<file path="src/rtl/isp_poll_pkg.sv">
package isp_poll_pkg;

  typedef enum logic [2:0] {
    ST_IDLE,
    ST_LOAD,
    ST_COMMIT,
    ST_READ,
    ST_WAIT
  } poll_state_e;

  localparam logic [7:0] OP_EE_WRITE    = 8'hC0;
  localparam logic [7:0] OP_EE_READ     = 8'hA0;
  localparam logic [7:0] OP_PAGE_COMMIT = 8'h4C;

  // Opcode used to read back the location a write opcode touched.
  function automatic logic [7:0] readback_op(input logic [7:0] wr_op);
    if (wr_op == OP_EE_WRITE) return OP_EE_READ;
    return (wr_op & 8'h08) | 8'h20;
  endfunction

  // True when the value cannot be trusted on read-back for this device.
  function automatic logic quirk_skip(input logic [3:0] mask, input logic [7:0] v);
    return (mask[0] && v == 8'h00) || (mask[1] && v == 8'h7F) ||
           (mask[2] && v == 8'h80) || (mask[3] && v == 8'hFF);
  endfunction

  // Byte i of a frame, byte 0 being the first on the wire.
  function automatic logic [7:0] frame_byte(input logic [31:0] f, input logic [1:0] i);
    return f[(31 - 8 * i) -: 8];
  endfunction

endpackage

</file>
<file path="src/rtl/spi_byte_xchg.sv">
module spi_byte_xchg #(
  parameter int HALF_DIV = 2
) (
  input  logic       clk,
  input  logic       rst_n,
  input  logic       start,
  input  logic [7:0] tx_byte,
  output logic       done,
  output logic [7:0] rx_byte,
  output logic       sck,
  output logic       mosi,
  input  logic       miso
);
  localparam int DW = (HALF_DIV > 1) ? $clog2(HALF_DIV) : 1;

  logic          active_q;
  logic          high_q;
  logic [2:0]    bit_q;
  logic [DW-1:0] div_q;
  logic [7:0]    tx_sh_q;
  logic [7:0]    rx_sh_q;

  wire half_end = (div_q == DW'(HALF_DIV - 1));

  always_ff @(posedge clk or negedge rst_n) begin
    if (!rst_n) begin
      active_q <= 1'b0;
      high_q   <= 1'b0;
      bit_q    <= '0;
      div_q    <= '0;
      tx_sh_q  <= '0;
      rx_sh_q  <= '0;
      sck      <= 1'b0;
      mosi     <= 1'b0;
      done     <= 1'b0;
    end else begin
      done <= 1'b0;
      if (!active_q) begin
        if (start) begin
          active_q <= 1'b1;
          tx_sh_q  <= tx_byte;
          mosi     <= tx_byte[7];
          div_q    <= '0;
          high_q   <= 1'b0;
          bit_q    <= '0;
        end
      end else if (!half_end) begin
        div_q <= div_q + 1'b1;
      end else begin
        div_q <= '0;
        if (!high_q) begin
          sck     <= 1'b1;
          high_q  <= 1'b1;
          rx_sh_q <= {rx_sh_q[6:0], miso};
        end else begin
          sck    <= 1'b0;
          high_q <= 1'b0;
          if (bit_q == 3'd7) begin
            active_q <= 1'b0;
            done     <= 1'b1;
          end else begin
            bit_q   <= bit_q + 3'd1;
            tx_sh_q <= {tx_sh_q[6:0], 1'b0};
            mosi    <= tx_sh_q[6];
          end
        end
      end
    end
  end

  assign rx_byte = rx_sh_q;
endmodule

</file>
<file path="src/rtl/isp_frame_seq.sv">
module isp_frame_seq
  import isp_poll_pkg::*;
#(
  parameter int HALF_DIV = 2
) (
  input  logic        clk,
  input  logic        rst_n,
  input  logic        start,
  input  logic [31:0] frame,
  output logic        done,
  output logic [7:0]  rx_last,
  output logic        sck,
  output logic        mosi,
  input  logic        miso
);
  logic [31:0] frame_q;
  logic [1:0]  idx_q;
  logic        x_done;
  logic [7:0]  x_rx;
  logic        x_start;
  logic [7:0]  x_tx;

  wire last_byte = (idx_q == 2'd3);

  always_comb begin
    x_start = start || (x_done && !last_byte);
    x_tx    = start ? frame[31:24] : frame_byte(frame_q, idx_q + 2'd1);
  end

  spi_byte_xchg #(.HALF_DIV(HALF_DIV)) u_xchg (
    .clk     (clk),
    .rst_n   (rst_n),
    .start   (x_start),
    .tx_byte (x_tx),
    .done    (x_done),
    .rx_byte (x_rx),
    .sck     (sck),
    .mosi    (mosi),
    .miso    (miso)
  );

  always_ff @(posedge clk or negedge rst_n) begin
    if (!rst_n) begin
      frame_q <= '0;
      idx_q   <= '0;
      done    <= 1'b0;
      rx_last <= '0;
    end else begin
      done <= 1'b0;
      if (start) begin
        frame_q <= frame;
        idx_q   <= '0;
      end else if (x_done) begin
        if (last_byte) begin
          done    <= 1'b1;
          rx_last <= x_rx;
        end else begin
          idx_q <= idx_q + 2'd1;
        end
      end
    end
  end
endmodule

</file>
<file path="src/rtl/wait_timer.sv">
module wait_timer #(
  parameter int CYCLES = 16
) (
  input  logic clk,
  input  logic rst_n,
  input  logic start,
  output logic expire
);
  localparam int CW = $clog2(CYCLES + 1);

  logic [CW-1:0] cnt_q;

  always_ff @(posedge clk or negedge rst_n) begin
    if (!rst_n)             cnt_q <= '0;
    else if (start)         cnt_q <= CW'(CYCLES);
    else if (cnt_q != '0)   cnt_q <= cnt_q - 1'b1;
  end

  assign expire = (cnt_q == CW'(1));
endmodule

</file>
<file path="src/rtl/isp_write_poller.sv">
module isp_write_poller
  import isp_poll_pkg::*;
#(
  parameter int CLK_HZ       = 50_000_000,
  parameter int WAIT_US      = 15_000,
  parameter int MAX_RETRY    = 256,
  parameter int SCK_HALF_DIV = 4
) (
  input  logic        clk,
  input  logic        rst_n,
  input  logic        req_valid,
  input  logic        req_page,
  input  logic        req_poll,
  input  logic [7:0]  req_cmd,
  input  logic [15:0] req_addr,
  input  logic [7:0]  req_data,
  input  logic [3:0]  quirk_mask,
  output logic        busy,
  output logic        done,
  output logic        timeout,
  output logic        spi_sck,
  output logic        spi_mosi,
  input  logic        spi_miso
);
  localparam longint WAIT_L      = (longint'(CLK_HZ) * longint'(WAIT_US)) / 64'd1000000;
  localparam int     WAIT_CYCLES = (WAIT_L < 1) ? 1 : int'(WAIT_L);
  localparam int     RW          = $clog2(MAX_RETRY + 1);

  poll_state_e state_q;
  logic [7:0]  last_cmd_q;
  logic [15:0] last_addr_q;
  logic [7:0]  last_val_q;
  logic [3:0]  mask_q;
  logic        poll_q;
  logic [RW-1:0] retry_q;
  logic        done_q;
  logic        tout_q;

  logic        fr_done;
  logic [7:0]  fr_rx;
  logic        tm_expire;
  logic        fs_start;
  logic [31:0] fs_frame;

  // Named events used by the FSM and by the checker.
  wire accept          = (state_q == ST_IDLE) && req_valid;
  wire in_read         = (state_q == ST_READ);
  wire out_frame_done  = fr_done && (state_q == ST_LOAD || state_q == ST_COMMIT);
  wire need_complete   = (state_q == ST_COMMIT) || poll_q;
  wire skip_poll       = quirk_skip(mask_q, last_val_q);
  wire start_poll      = out_frame_done && need_complete && !skip_poll;
  wire start_wait      = out_frame_done && need_complete && skip_poll;
  wire read_mismatch   = fr_done && in_read && (fr_rx != last_val_q);
  wire poll_match      = fr_done && in_read && (fr_rx == last_val_q);
  wire retry_exhausted = read_mismatch && (retry_q == RW'(MAX_RETRY));
  wire retry_again     = read_mismatch && (retry_q != RW'(MAX_RETRY));
  wire wait_over       = (state_q == ST_WAIT) && tm_expire;
  wire finish          = (out_frame_done && !need_complete) || poll_match ||
                         retry_exhausted || wait_over;

  wire [31:0] rd_frame = {readback_op(last_cmd_q), last_addr_q, 8'h00};

  always_comb begin
    fs_start = accept || start_poll || retry_again;
    if (accept && req_page)  fs_frame = {OP_PAGE_COMMIT, req_addr, 8'h00};
    else if (accept)         fs_frame = {req_cmd, req_addr, req_data};
    else                     fs_frame = rd_frame;
  end

  isp_frame_seq #(.HALF_DIV(SCK_HALF_DIV)) u_seq (
    .clk     (clk),
    .rst_n   (rst_n),
    .start   (fs_start),
    .frame   (fs_frame),
    .done    (fr_done),
    .rx_last (fr_rx),
    .sck     (spi_sck),
    .mosi    (spi_mosi),
    .miso    (spi_miso)
  );

  wait_timer #(.CYCLES(WAIT_CYCLES)) u_wait (
    .clk    (clk),
    .rst_n  (rst_n),
    .start  (start_wait),
    .expire (tm_expire)
  );

  always_ff @(posedge clk or negedge rst_n) begin
    if (!rst_n) begin
      state_q     <= ST_IDLE;
      last_cmd_q  <= '0;
      last_addr_q <= '0;
      last_val_q  <= '0;
      mask_q      <= '0;
      poll_q      <= 1'b0;
      retry_q     <= '0;
      done_q      <= 1'b0;
      tout_q      <= 1'b0;
    end else begin
      done_q <= finish;
      tout_q <= retry_exhausted;
      if (accept) begin
        mask_q <= quirk_mask;
        if (req_page) begin
          state_q <= ST_COMMIT;
        end else begin
          state_q     <= ST_LOAD;
          poll_q      <= req_poll;
          last_cmd_q  <= req_cmd;
          last_addr_q <= req_addr;
          last_val_q  <= req_data;
        end
      end else if (finish) begin
        state_q <= ST_IDLE;
        poll_q  <= 1'b0;
      end else if (start_poll) begin
        state_q <= ST_READ;
        retry_q <= '0;
      end else if (start_wait) begin
        state_q <= ST_WAIT;
      end else if (retry_again) begin
        retry_q <= retry_q + 1'b1;
      end
    end
  end

  assign busy    = (state_q != ST_IDLE);
  assign done    = done_q;
  assign timeout = tout_q;
endmodule

</file>
<file path="config.mk">
export PLATFORM = sky130hd
export DESIGN_NAME = isp_write_poller
export DESIGN_NICKNAME = d
export VERILOG_FILES = /design/src/rtl/isp_poll_pkg.sv /design/src/rtl/spi_byte_xchg.sv /design/src/rtl/isp_frame_seq.sv /design/src/rtl/wait_timer.sv /design/src/rtl/isp_write_poller.sv
export SDC_FILE = /design/constraint.sdc
export NUM_CORES = 1
export LEC_CHECK = 0
export BUFFER_PORTS_ARGS = -buffer_cell sky130_fd_sc_hd__buf_4
export CORE_MARGIN = 2
export CORE_UTILIZATION = 28
export DETAILED_ROUTE_END_ITERATION = 16
export GPL_ROUTABILITY_DRIVEN = 0
export PLACE_DENSITY = 0.49
export SYNTH_ARGS = -nofsm -noshare
export SYNTH_HDL_FRONTEND = slang
export SYNTH_HIERARCHICAL = 1
export SYNTH_SLANG_ARGS = --single-unit
</file>
<file path="constraint.sdc">
create_clock -name clk -period 3.2 [get_ports clk]
set_input_delay 0.96 -clock clk [delete_from_list [all_inputs] [get_ports clk]]
set_output_delay 0.96 -clock clk [all_outputs]
set_load 0.05 [all_outputs]
</file>
==> results.toml <==
[placement]
placed_cell_area_um2 = 7690
numPortBuffers = 46
dp_hpwl_um = 11000

[logic_synthesis]
synth_fp_nets = 684
ys_ff_latch = 139
ys_types = 64
synth_area_leaders = "dfrtp_1, mux2_2, nand2_1"
synthesis.area_um2 = 7000
synth_top_area_cell = "dfrtp_1"
synth_flop_cell = "dfrtp_1"
synth_edf_count = 0
synth_warnings = 6
syn_inst = 633
yosysTopAreaCellShare_pct = 49.7
seq_area_frac_synth_pct = 49.7
async_reset_ff_share_pct = 100
syn_area_per_cell_um2 = 11.1

[clock_tree]
cts_resized = 0
clock_sinks = 139
cts-htree-levels = 4
clk_pin_slew_ns = 0.06
clkLatencyLatePin_ns = 0.42
tritoncts = "yes"
cts_buffers = 17
clockRootBuffer = "clkbuf_16"
ctsHoldBuffers = 0
postCtsSetupBuffers = 0
cts.path.max_buffers = 2

[floorplan]
start_util_pct = 28.7
ios = 47
die_h_um = 162
core_um2 = 24400
rows = 57
dieArea_um2 = 26300
die_x_um = 162

[grt]
grt_max_degree = 66
grtUsageTotal_pct = 12.6
grt_use_met1_pct = 17.0
gr-usage-met2_pct = 20.0
overflow = 0
grt_pass1_vias = 4960
busiest_layer = "met2"
antenna_found_initial = 0
grt_use_met3_pct = 2.94
grt_pass1_wl_um = 26200

[timing]
final-max-slew-violation-count = 0
setup_viol = 0
rsz0062_at_grt = "no"
period_share_pct = 84.3
max_freq_mhz = 371
tightest_slew_ns = 1.25
fin_tns_setup_ns = 0
fin_skew_ns = 0.0104
period_minus_slack_ns = 2.70
hold_viol_final = 0
max_slew_margin_pct = 16.6

[power_and_ir_drop]
vdd_drop_max_mv = 0.331
leakage_nw = 3.93
p_per_area_nw_per_um2 = 698

[final_layout]
fin_area_um2 = 8320
syn_to_final_growth_pct = 18.9
antenna_cells = 0
nets = 735
drive_above_1_share_pct = 28.6

[run_status]
status = "completed"

[drt]
avgRoutedWirePerCell_um = 15.3
ant_nets = 0
finalWirelength_um = 15600
first_iter_violations = 211
via_per_inst = 4.71
dr_total_vias = 4802
dr.pass1.iters = 4
drc = 0

[worst_setup_path]
endpoint_kind = "output pin"
startpoint_type = "flip-flop"
worstSetupPathType = "reg2out"
crit_fanout = 8
required_ns = 2.24
reg2reg_depth = 9
crit_arrival_ns = 1.74

[job]
maxCapViolCount = 0

[min_path]
hp-class = "in2async"
cell usage after synthesis (2+ instances only):
cell type,instances
a211o_1,4
o21ai_2,2
a21o_1,13
nor2b_1,11
a211oi_1,2
buf_2,14
nand3b_1,2
o21a_1,2
and3_1,2
and4b_1,2
buf_4,3
nor4_1,7
mux2_4,9
o31ai_1,6
mux2_2,79
o311ai_1,8
ha_1,9
or3_1,5
a221o_1,2
dfrtp_1,139
nand2_1,96
nand4_1,5
mux2i_1,14
or4_1,9
a21oi_1,15
xor2_1,3
clkbuf_1,4
a2111oi_0,4
and2_1,14
nand2b_1,4
o21ai_0,23
o21ai_1,3
nor3_1,6
nor4b_1,3
xnor2_1,8
inv_1,23
nor4_2,3
a22o_1,2
or2_2,4
buf_6,6
nor2_1,26
nand3_1,13
o211ai_1,3
power breakdown:
| part | leakage (nW) | switching [mW] | internal (mW) |
|---|---|---|---|
| registers | 1.80 | 0.280 | 2.16 |
| clock network | 0.294 | 0.757 | 1.34 |
| logic | 1.84 | 0.622 | 0.648 |
layout make-up:
cell class / count / area (um^2)
clock inverter: 11 / 169
multi-input combinational: 442 / 3250
clock buffer: 20 / 457
inverter: 23 / 86.3
fill: 2472 / 16100
sequential: 139 / 3480
tap: 324 / 405
timing repair buffer: 61 / 474
worst max-delay path: stages (launching register included):
cell and delay, ns:
dfrtp_1 0.46, or3_1 0.57, buf_4 0.28
cell usage in the layout (no fill, tap or decap), drive strengths merged, types with 14 or more instances in the layout:
cell	Yosys	routed
dfrtp	139	139
nand2	97	97
mux2	88	88
buf	25	61
o21ai	28	28
nor2	27	27
inv	23	23
clkbuf	4	20
a21oi	15	15
and2	14	14
mux2i	14	14
metrics by stage:
step / instances / hold WS (ns) / util [%] / power, mW / worst slack, ns
CTS: 1020 / 0.465 / 34.1 / 5.89 / 0.471
global route: 1020 / 0.477 / 34.1 / 6.15 / 0.327
floorplan: 633 / 0.441 / - / 3.35 / 0.461
detailed placement: 989 / 0.459 / 31.5 / 3.76 / 0.412
global placement: 989 / 0.454 / 31.5 / 3.71 / 0.523
finish: 1020 / 0.456 / 34.1 / 5.81 / 0.501
kinds of logic (layout without fill, tap and decap cells):
logic type / Yosys count / after routing / share of synthesized area, %
AOI/OAI and AO/OA: 97 / 97 / 9.89
xor gates and xnor gates: 11 / 11 / 1.38
adders and majority gates: 9 / 9 / 1.61
buffers and inverters: 52 / 115 / 4.08
DFF: 139 / 139 / 49.7
muxes: 102 / 102 / 16.7
and+or+nand+nor: 223 / 223 / 16.7
metal layers:
| layer | routed length (um) | up-vias | share of wire [%] |
|---|---|---|---|
| li1 | - | 2344 | - |
| met1 | 7420 | 2372 | 48 |
| met2 | 7340 | 72 | 47 |
| met3 | 567 | 14 | 3.6 |
| met4 | 247 | 0 | 1.6 |
| met5 | 0 | - | 0 |
path summary, 6_finish.rpt:
path | start | to | slack (ns)
worst max-delay path | state_q[0] | busy | 0.50
worst min-delay path | rst_n | u_wait/cnt_q[3] | 0.46
worst max register to register | last_val_q[7] | u_seq/u_xchg/tx_sh_q[1] | 0.51
worst min register to register | last_addr_q[12] | last_addr_q[12] | 0.47
max in group asynchronous | rst_n | last_addr_q[13] | 1.96
min in group clk | last_addr_q[12] | last_addr_q[12] | 0.47
sequential cells by signal, indices dropped and copies added, names as in the netlist, 2 cells and up:
signal and cells:
u_seq/u_xchg/tx_sh_q 7, last_cmd_q 8, mask_q 4, last_addr_q 16, u_seq/rx_last 8, retry_q 9
state_q 3, u_wait/cnt_q 20, u_seq/u_xchg/rx_byte 8, last_val_q 8, u_seq/u_xchg/div_q 2, u_seq/u_xchg/bit_q 3
u_seq/frame_q 32, u_seq/idx_q 2
Power figures use the tool's default switching activity.
